`src/rtl/intr_life_pkg.sv`:
```
package intr_life_pkg;
  typedef enum logic [1:0] {
    ST_IDLE      = 2'd0,
    ST_WAIT      = 2'd1,
    ST_SERV      = 2'd2,
    ST_SERV_WAIT = 2'd3
  } src_state_e;
endpackage

```
`src/rtl/intr_src_fsm.sv`:
```
module intr_src_fsm
  import intr_life_pkg::*;
(
  input  logic       clk,
  input  logic       rst_n,
  input  logic       line_i,
  input  logic       edge_mode_i,
  input  logic       ack_hit_i,
  input  logic       eos_hit_i,
  output logic [1:0] state_o
);
  src_state_e st_q, st_d;
  logic       line_q;
  logic       rise;
  logic       assert_ev;

  // sample the raw line for edge detection
  always_ff @(posedge clk or negedge rst_n) begin
    if (!rst_n) line_q <= 1'b0;
    else        line_q <= line_i;
  end

  assign rise      = line_i & ~line_q;
  assign assert_ev = edge_mode_i ? rise : line_i;

  always_comb begin
    st_d = st_q;
    unique case (st_q)
      ST_IDLE: begin
        if (assert_ev) st_d = ST_WAIT;
      end
      ST_WAIT: begin
        if (ack_hit_i) begin
          if (edge_mode_i) st_d = rise   ? ST_SERV_WAIT : ST_SERV;
          else             st_d = line_i ? ST_SERV_WAIT : ST_SERV;
        end else if (!edge_mode_i && !line_i) begin
          st_d = ST_IDLE;
        end
      end
      ST_SERV: begin
        if (eos_hit_i)      st_d = (edge_mode_i && rise) ? ST_WAIT : ST_IDLE;
        else if (assert_ev) st_d = ST_SERV_WAIT;
      end
      ST_SERV_WAIT: begin
        if (eos_hit_i)                     st_d = (edge_mode_i || line_i) ? ST_WAIT : ST_IDLE;
        else if (!edge_mode_i && !line_i)  st_d = ST_SERV;
      end
      default: st_d = ST_IDLE;
    endcase
  end

  always_ff @(posedge clk or negedge rst_n) begin
    if (!rst_n) st_q <= ST_IDLE;
    else        st_q <= st_d;
  end

  assign state_o = st_q;


  wait_needs_ack_chk: assert property (@(posedge clk) disable iff (!rst_n)
    (st_q == ST_WAIT && !ack_hit_i) |=> (st_q == ST_WAIT || st_q == ST_IDLE));


  lvl_drop_to_serv_chk: assert property (@(posedge clk) disable iff (!rst_n)
    (st_q == ST_SERV_WAIT && !edge_mode_i && !line_i && !eos_hit_i) |=> st_q == ST_SERV);


  edge_ack_serv_chk: assert property (@(posedge clk) disable iff (!rst_n)
    (st_q == ST_WAIT && ack_hit_i && edge_mode_i && !rise) |=> st_q == ST_SERV);


  edge_merge_chk: assert property (@(posedge clk) disable iff (!rst_n)
    (st_q == ST_SERV_WAIT && edge_mode_i && !eos_hit_i) |=> st_q == ST_SERV_WAIT);


  edge_rearm_chk: assert property (@(posedge clk) disable iff (!rst_n)
    (st_q == ST_SERV_WAIT && edge_mode_i && eos_hit_i) |=> st_q == ST_WAIT);


  eos_retire_chk: assert property (@(posedge clk) disable iff (!rst_n)
    (st_q == ST_SERV && eos_hit_i && !edge_mode_i) |=> st_q == ST_IDLE);


  eos_ignored_chk: assert property (@(posedge clk) disable iff (!rst_n)
    (st_q == ST_IDLE && eos_hit_i && !assert_ev) |=> st_q == ST_IDLE);
endmodule

```
`src/rtl/intr_pick.sv`:
```
module intr_pick #(
  parameter int NUM_SRC = 16,
  parameter int PRIO_W  = 4,
  localparam int IDX_W  = (NUM_SRC > 1) ? $clog2(NUM_SRC) : 1
) (
  input  logic [NUM_SRC-1:0]        wait_vec,
  input  logic [NUM_SRC-1:0]        enable_vec,
  input  logic [NUM_SRC*PRIO_W-1:0] prio_vec,
  input  logic [PRIO_W-1:0]         mask,
  output logic                      any_o,
  output logic [IDX_W-1:0]          idx_o
);
  logic [NUM_SRC-1:0] qual;

  for (genvar g = 0; g < NUM_SRC; g++) begin : g_qual
    assign qual[g] = wait_vec[g] & enable_vec[g] & (prio_vec[g*PRIO_W +: PRIO_W] < mask);
  end

  // linear scan, ascending ID; strict compare keeps the lower ID on a tie
  always_comb begin
    logic [PRIO_W-1:0] best_p;
    any_o  = 1'b0;
    idx_o  = '0;
    best_p = '1;
    for (int i = 0; i < NUM_SRC; i++) begin
      if (qual[i] && (!any_o || prio_vec[i*PRIO_W +: PRIO_W] < best_p)) begin
        any_o  = 1'b1;
        idx_o  = IDX_W'(i);
        best_p = prio_vec[i*PRIO_W +: PRIO_W];
      end
    end
  end
endmodule

```
`src/rtl/intr_life_tracker.sv`:
```
module intr_life_tracker
  import intr_life_pkg::*;
#(
  parameter int NUM_SRC = 16,
  parameter int PRIO_W  = 4,
  parameter int ID_W    = 10
) (
  input  logic                      clk,
  input  logic                      rst_n,
  input  logic [NUM_SRC-1:0]        src_line,
  input  logic [NUM_SRC-1:0]        src_enable,
  input  logic [NUM_SRC-1:0]        src_edge,
  input  logic [NUM_SRC*PRIO_W-1:0] src_prio,
  input  logic [PRIO_W-1:0]         prio_mask,
  input  logic                      ack_req,
  output logic [ID_W-1:0]           ack_id,
  input  logic                      eos_req,
  input  logic [ID_W-1:0]           eos_id,
  output logic                      irq,
  output logic [ID_W-1:0]           top_id,
  output logic [2*NUM_SRC-1:0]      src_state
);
  localparam int IDX_W = (NUM_SRC > 1) ? $clog2(NUM_SRC) : 1;
  localparam logic [ID_W-1:0] SPURIOUS_ID = ID_W'(1023);

  logic [1:0]         st [NUM_SRC];
  logic [NUM_SRC-1:0] wait_vec;
  logic               any_q;
  logic [IDX_W-1:0]   win_idx;
  logic [ID_W-1:0]    ack_id_q;

  intr_pick #(.NUM_SRC(NUM_SRC), .PRIO_W(PRIO_W)) u_pick (
    .wait_vec   (wait_vec),
    .enable_vec (src_enable),
    .prio_vec   (src_prio),
    .mask       (prio_mask),
    .any_o      (any_q),
    .idx_o      (win_idx)
  );

  for (genvar g = 0; g < NUM_SRC; g++) begin : g_src
    logic ack_hit, eos_hit;
    assign ack_hit = ack_req & any_q & (win_idx == IDX_W'(g));
    assign eos_hit = eos_req & (eos_id == ID_W'(g));

    intr_src_fsm u_fsm (
      .clk         (clk),
      .rst_n       (rst_n),
      .line_i      (src_line[g]),
      .edge_mode_i (src_edge[g]),
      .ack_hit_i   (ack_hit),
      .eos_hit_i   (eos_hit),
      .state_o     (st[g])
    );

    assign wait_vec[g]        = (st[g] == ST_WAIT);
    assign src_state[2*g +: 2] = st[g];
  end

  assign irq    = any_q;
  assign top_id = any_q ? ID_W'(win_idx) : SPURIOUS_ID;

  always_ff @(posedge clk or negedge rst_n) begin
    if (!rst_n)       ack_id_q <= SPURIOUS_ID;
    else if (ack_req) ack_id_q <= top_id;
  end

  assign ack_id = ack_id_q;


  irq_has_owner_chk: assert property (@(posedge clk) disable iff (!rst_n)
    irq |-> (st[win_idx] == ST_WAIT && src_enable[win_idx]));


  spurious_ack_chk: assert property (@(posedge clk) disable iff (!rst_n)
    (ack_req && !irq) |=> ack_id == SPURIOUS_ID);


  ack_leaves_wait_chk: assert property (@(posedge clk) disable iff (!rst_n)
    (ack_req && irq) |=> st[$past(win_idx)] != ST_WAIT);
endmodule

```
`config.mk`:
```
export PLATFORM = sky130hd
export DESIGN_NAME = intr_life_tracker
export DESIGN_NICKNAME = d
export VERILOG_FILES = /design/src/rtl/intr_life_pkg.sv /design/src/rtl/intr_src_fsm.sv /design/src/rtl/intr_pick.sv /design/src/rtl/intr_life_tracker.sv
export SDC_FILE = /design/constraint.sdc
export NUM_CORES = 1
export LEC_CHECK = 0
export ABC_AREA = 0
export BUFFER_PORTS_ARGS = -buffer_cell sky130_fd_sc_hd__buf_2
export CAP_MARGIN = 25
export CORE_ASPECT_RATIO = 1.75
export CORE_UTILIZATION = 55
export DETAILED_ROUTE_END_ITERATION = 10
export PLACE_DENSITY = 0.83
export SLEW_MARGIN = 20
export SYNTH_ARGS = -nofsm -noshare
export SYNTH_HDL_FRONTEND = slang
export SYNTH_SLANG_ARGS = --single-unit
```
`constraint.sdc`:
```
create_clock -name clk -period 50.7 [get_ports clk]
set_input_delay 10.14 -clock clk [delete_from_list [all_inputs] [get_ports clk]]
set_output_delay 10.14 -clock clk [all_outputs]
set_load 0.02 [all_outputs]
```
[Yosys cells after proc, flatten, opt, wreduce, memory -nomap -nowiden]
Cells that the tools add are included.
Cells by class
  add/subtract/negate cells: 0
  multipliers: 0
  divide/modulo/power cells: 0
  magnitude comparators: 31
  eq/ne operators: 142
  shift operators: 0
  multiplexer cells: 271
  bitwise operators: 97
  reduce and logical (&&, ||, !) cells: 159
Operators by type and width (count)
  2-bit 2-to-1 mux: 130
  3-bit by 2-bit inequality test with 1-bit output (second input constant): 48
  2-bit one-hot mux with 4 select lines: 16
  4-bit < comparator: 31
  1-bit 2-to-1 mux: 97
  4-bit 2-to-1 mux: 23
  1-bit AND: 81
  10-bit by 4-bit equality test with 1-bit output (second input constant): 8
  2-bit equality test (second input constant): 32
  4-bit AND reduction: 16
  1-bit logical AND: 47
  1-bit zero test: 47
  10-bit by 3-bit equality test with 1-bit output (second input constant): 4
  2-bit by 1-bit equality test with 1-bit output (second input constant): 16
  4-bit equality test (second input constant): 8
  2-bit zero test: 16
  2-bit by 1-bit inequality test with 1-bit output (second input constant): 16
  1-bit logical OR: 31
  10-bit by 2-bit equality test with 1-bit output (second input constant): 2
  4-bit by 3-bit equality test with 1-bit output (second input constant): 4
  1-bit NOT: 16
  3-bit 2-to-1 mux: 4
  10-bit by 1-bit equality test with 1-bit output (second input constant): 1
  10-bit zero test: 1
  other kinds (4): 5
Word-level totals
  flip-flop bits (word level): 58
  latch bits: 0
  RAM bits: 0
  memory bits (read-only): 0
  output and inout port bits: 53
  memories kept: 0

[Depth between registers and ports, before layout]
  depth in word-level cells: 68
  gate-level depth with buffers: 140
  depth with buffers taken out: 132

[Cells and area by module]
A second synthesis with hierarchy kept.
Second synthesis, totals
  cells, all modules: 926
  area, all modules: 7238.2 um2
Modules (own cells, without submodules)
  intr_pick: instances 1, cells each 639, area each 4559.4 um2
  intr_src_fsm: instances 16, cells each 12, area each 123.9 um2
  intr_life_tracker: instances 1, cells each 95, area each 696.9 um2

[Least setup slack after synthesis]
No wires, ideal clock.
  path kind: input port to output port
  start: input prio_mask[3]
  end: output top_id[1]
  data arrival time: 32166 ps
  required time: 40560 ps
  path slack: 8394 ps
  stages on the path: 134
  buffers on the path: 8
  cell sequence: inv_1 ha_1 a2111oi_4 nand2_2 nor2_1 ha_1 a31o_2 nand3_2 and3_1 clkbuf_1 nor3_1 a21oi_1 inv_1 ha_1 nand2_1 a21oi_1 nor2_1 nor2_1 [98 not listed] mux2i_1 ha_1 nor2_1 nand2_1 or3_1 o211ai_2 nand2_1 nand2_1 o21ai_0 ha_1 or3_1 a21oi_1 o21ai_0 or3b_2 o221ai_2 a21o_1 buf_2 nand3b_1
Between the ends
  longest elaborated chain between the ends: 64
  elaborated cells between the ends (all ways): 138
Ends and longest elaborated chain
  start, declared: RTL line intr_life_tracker.sv:14  | input logic [PRIO_W-1:0] prio_mask,
  4-bit < comparator: RTL line intr_pick.sv:16  | assign qual[g] = wait_vec[g] & enable_vec[g] & (prio_vec[g*PRIO_W +: PRIO_W] < mask);
  1-bit AND: RTL line intr_pick.sv:16
  4-bit 2-to-1 mux / 1-bit 2-to-1 mux (equally long branches): RTL line intr_pick.sv:26  | if (qual[i] && (!any_o || prio_vec[i*PRIO_W +: PRIO_W] < best_p)) begin
  4-bit < comparator / 1-bit zero test (equally long branches): RTL line intr_pick.sv:26
  1-bit logical OR: RTL line intr_pick.sv:26
  1-bit logical AND: RTL line intr_pick.sv:26
  4-bit 2-to-1 mux / 1-bit 2-to-1 mux (equally long branches): RTL line intr_pick.sv:26
  4-bit < comparator / 1-bit zero test (equally long branches): RTL line intr_pick.sv:26
  [48 not listed]
  1-bit logical OR: RTL line intr_pick.sv:26
  1-bit logical AND: RTL line intr_pick.sv:26
  4-bit 2-to-1 mux / 1-bit 2-to-1 mux (equally long branches): RTL line intr_pick.sv:26
  4-bit < comparator / 1-bit zero test (equally long branches): RTL line intr_pick.sv:26
  1-bit logical OR: RTL line intr_pick.sv:26
  1-bit logical AND: RTL line intr_pick.sv:26
  4-bit 2-to-1 mux / 1-bit 2-to-1 mux (equally long branches): RTL line intr_pick.sv:26
  10-bit 2-to-1 mux *: RTL line intr_life_tracker.sv:61  | assign top_id = any_q ? ID_W'(win_idx) : SPURIOUS_ID;
  end, declared: RTL line intr_life_tracker.sv:20  | output logic [ID_W-1:0] top_id,
Mark *: on every way between the ends. The rest lies on a longest branch, timed or not.

[Worst setup path after layout]
  start: input prio_mask[3]
  end: output top_id[3]
Same word-level chain as after synthesis.

==> impl_metrics.json <==
{
  "vias": 7905,
  "max_freq_mhz": 21.9,
  "post_cts_buffers": 0,
  "critPathMaxFanout": 16,
  "synth_compound_area_frac": 0.319,
  "dr.pass1.iters": 6,
  "maxSlewViolCount": 0,
  "hold_class": "flip-flop to flip-flop",
  "wire_per_inst_um": 19.0,
  "layout_commonest_cell": "buf_2",
  "row_count": 53,
  "synthAdderAreaFrac": 0.136,
  "syn_area_um2": 6920,
  "synth_edf_count": 0,
  "dp_cells": 1202,
  "r2r_cells": 123,
  "ios": 183,
  "cts_tree": "done",
  "path_class": "primary input to output port",
  "hpwl_um": 18300,
  "fin_skew_ns": 0.00503,
  "ys_warn_count": 0,
  "start_util": 0.570,
  "synthMuxAreaShare": 0.0492,
  "cts_sinks": 53,
  "pwr-share-seq": 0.203,
  "crit_path_end_kind": "output port",
  "grt_util_met1": 0.364,
  "grt_max_degree": 54,
  "clk_pin_slew_ns": 0.07,
  "hold_viol_final": 0,
  "syn_to_final_growth_pct": 17.2,
  "period_minus_slack_ns": 45.62,
  "cts_buffers": 5,
  "post-route-period-util": 0.900,
  "swShare": 0.512,
  "fin_setup_tns_ns": 0,
  "multi_input_area_um2": 5280,
  "p_clk_frac": 0.113,
  "dieArea_um2": 13100,
  "ant_nets": 0,
  "grtUsageMet2": 0.655,
  "setup_viol": 0,
  "htreeDepth": 2,
  "vias_per_cell": 6.53,
  "combPwrFrac": 0.684,
  "cts-resized-gates": 0,
  "fin_nets": 1241,
  "use_met3": 0.0532,
  "crit_arrival_ns": 35.48,
  "cellInternalPower_mw": 0.167,
  "fp.dieW_um": 86.8,
  "die_y_um": 150,
  "antenna_found_initial": 1,
  "ys_seq_elements": 53,
  "place_ws_ns": 5.42,
  "netlist_instances": 870,
  "synth_top_family_by_area": "compound AO/OA/AOI/OAI gates",
  "regArea_um2": 1330,
  "synth-xor-area-share": 0.0101,
  "fillCellCount": 1085,
  "p_switching_mw": 0.175,
  "totalWireLength_um": 22900,
  "grt_overflow": 0,
  "p_leak_nw": 3.70,
  "max_cap_violations": 0,
  "p_per_area_nw_per_um2": 42.1,
  "outcome": "finished, final reports clean",
  "hold_depth": 2,
  "fin_ws_ns": 5.08,
  "crit_slowest_cell": "a2111oi_4",
  "crit_path_max_incr_delay_ns": 0.57,
  "max-slew-margin-rel": 0.512,
  "syn_nets": 1067,
  "cpMostUsedCell": "ha_1",
  "cp.required_ns": 40.56,
  "ys.flop_type": "dfrtp_1",
  "start_kind": "primary input",
  "grt_busiest_layer": "met2",
  "avgSynthCellArea_um2": 7.95,
  "grt_pass1_wl_um": 36200,
  "async_flop_share": 1.00,
  "grt_setup_unrepaired": "false",
  "port_buffers": 182,
  "layout.cells.non_filler": 1211,
  "gp_congestion": 0.988,
  "synth-simple-area-share": 0.248,
  "grt.total_usage": 0.355,
  "synth_cell_types": 101,
  "drc": 0,
  "root_buffer": "clkbuf_16",
  "drt_iter0_markers": 436,
  "core_area_um2": 12100,
  "worst_pin_slew_ns": 0.724,
  "grt_pass1_vias": 7610,
  "clockBufferDepth": 2,
  "layout-drive-gt1-share": 0.244,
  "insertion_delay_ns": 0.30,
  "final_cell_mix": "182 x buf_2, 93 x nand2_1, 67 x nor2_1, 67 x ha_1, 66 x o21ai_0",
  "yosysSeqAreaShare": 0.193,
  "postCtsHoldBufs": 0,
  "ir_drop_uv": 39.4
}
-- registers in the layout, summed over array words and instances, names as in the netlist --
signal,cells
g_src.u_fsm.state_o,32
ack_id,5
g_src.u_fsm.line_q,16
-- critical path, delay by kind of cell --
kind                     cells  cell delay, ns
AO/OA/AOI/OAI               48           10.38
adder cells (fa/ha/maj)     16            4.47
buffers and inverters       16            1.55
multiplexers                 7            2.10
AND/OR/NAND/NOR             40            6.81
-- power by group through the flow --
stage | Combinational (mW) | Sequential [mW] | Clock [mW]
global route | 0.255 | 0.0706 | 0.0398
CTS | 0.231 | 0.0688 | 0.0388
floorplan | 0.157 | 0.0783 | 0
detailed placement | 0.230 | 0.0695 | 0
finish | 0.234 | 0.0692 | 0.0385
global placement | 0.225 | 0.0694 | 0
-- final timing paths --
check | slack (ns) | from | to
setup / recovery | 5.08 | prio_mask[3] | top_id[3]
hold / removal | 0.51 | ack_id[2] | ack_id[2]
setup reg to reg | 25.39 | g_src[0].u_fsm.state_o[1] | g_src[6].u_fsm.state_o[0]
hold reg to reg | 0.51 | ack_id[2] | ack_id[2]
max in group asynchronous | 40.26 | rst_n | g_src[10].u_fsm.line_q
min in group asynchronous | 9.96 | rst_n | g_src[14].u_fsm.line_q
-- Yosys cell counts, drive strengths merged (6+ instances only) --
| library cell | n | area (µm²) |
|---|---|---|
| mux2i | 20 | 220 |
| o21a | 17 | 128 |
| a2111oi | 9 | 116 |
| and3 | 7 | 43.8 |
| o21ai | 75 | 387 |
| maj3 | 10 | 103 |
| inv | 45 | 169 |
| ha | 67 | 838 |
| nand3 | 19 | 100 |
| a211o | 9 | 78.8 |
| nor3 | 13 | 65.1 |
| nor2 | 68 | 258 |
| buf | 18 | 128 |
| nor4 | 6 | 37.5 |
| nand2b | 30 | 188 |
| a31oi | 20 | 125 |
| nor3b | 7 | 52.6 |
| a21boi | 8 | 63.8 |
| or2 | 7 | 43.8 |
| and2 | 7 | 43.8 |
| a21o | 26 | 198 |
| o221ai | 6 | 65.1 |
| o211ai | 10 | 85.1 |
| o22ai | 9 | 56.3 |
| dfrtp | 48 | 1200 |
| or3 | 7 | 43.8 |
| a21oi | 49 | 253 |
| nand2 | 95 | 362 |
| nor4b | 9 | 78.8 |
| o2111ai | 6 | 58.8 |
| nor2b | 17 | 106 |
| mux2 | 10 | 120 |
| nand4 | 11 | 75.1 |
| a32oi | 7 | 61.3 |
| a211oi | 12 | 100 |
-- stage by stage --
step,total power [mW],util,instance area [µm²],hold WS [ns]
finish,0.341,0.668,8110,0.507
global route,0.366,0.668,8110,0.528
CTS,0.339,0.668,8110,0.508
detailed placement,0.299,0.655,7940,0.500
global placement,0.294,0.655,7940,0.481
floorplan,0.235,-,6920,0.476
-- final cells by class --
cell class,count,area share
Clock inverter,2,0.00432
Timing Repair Buffer,188,0.118
Sequential cell,53,0.164
Multi-Input combinational cell,751,0.651
Antenna cell,1,0.000309
Tap cell,165,0.0255
Inverter,45,0.0208
Clock buffer,6,0.0159
-- per-layer routing --
| metal | vias up | routed length [µm] |
|---|---|---|
| met2 | 390 | 12000 |
| met5 | - | 0 |
| met1 | 3725 | 8100 |
| met4 | 0 | 1480 |
| li1 | 3665 | - |
| met3 | 125 | 1360 |
-- logic make-up after synthesis --
| family | after synthesis |
|---|---|
| AO/OA/AOI/OAI | 308 |
| AND/OR/NAND/NOR | 328 |
| flip-flops | 53 |
| XOR/XNOR | 8 |
| multiplexers | 30 |
| buffers and inverters | 66 |
| adder cells (fa/ha/maj) | 77 |
Note: power is estimated with default switching activity, not from simulation.
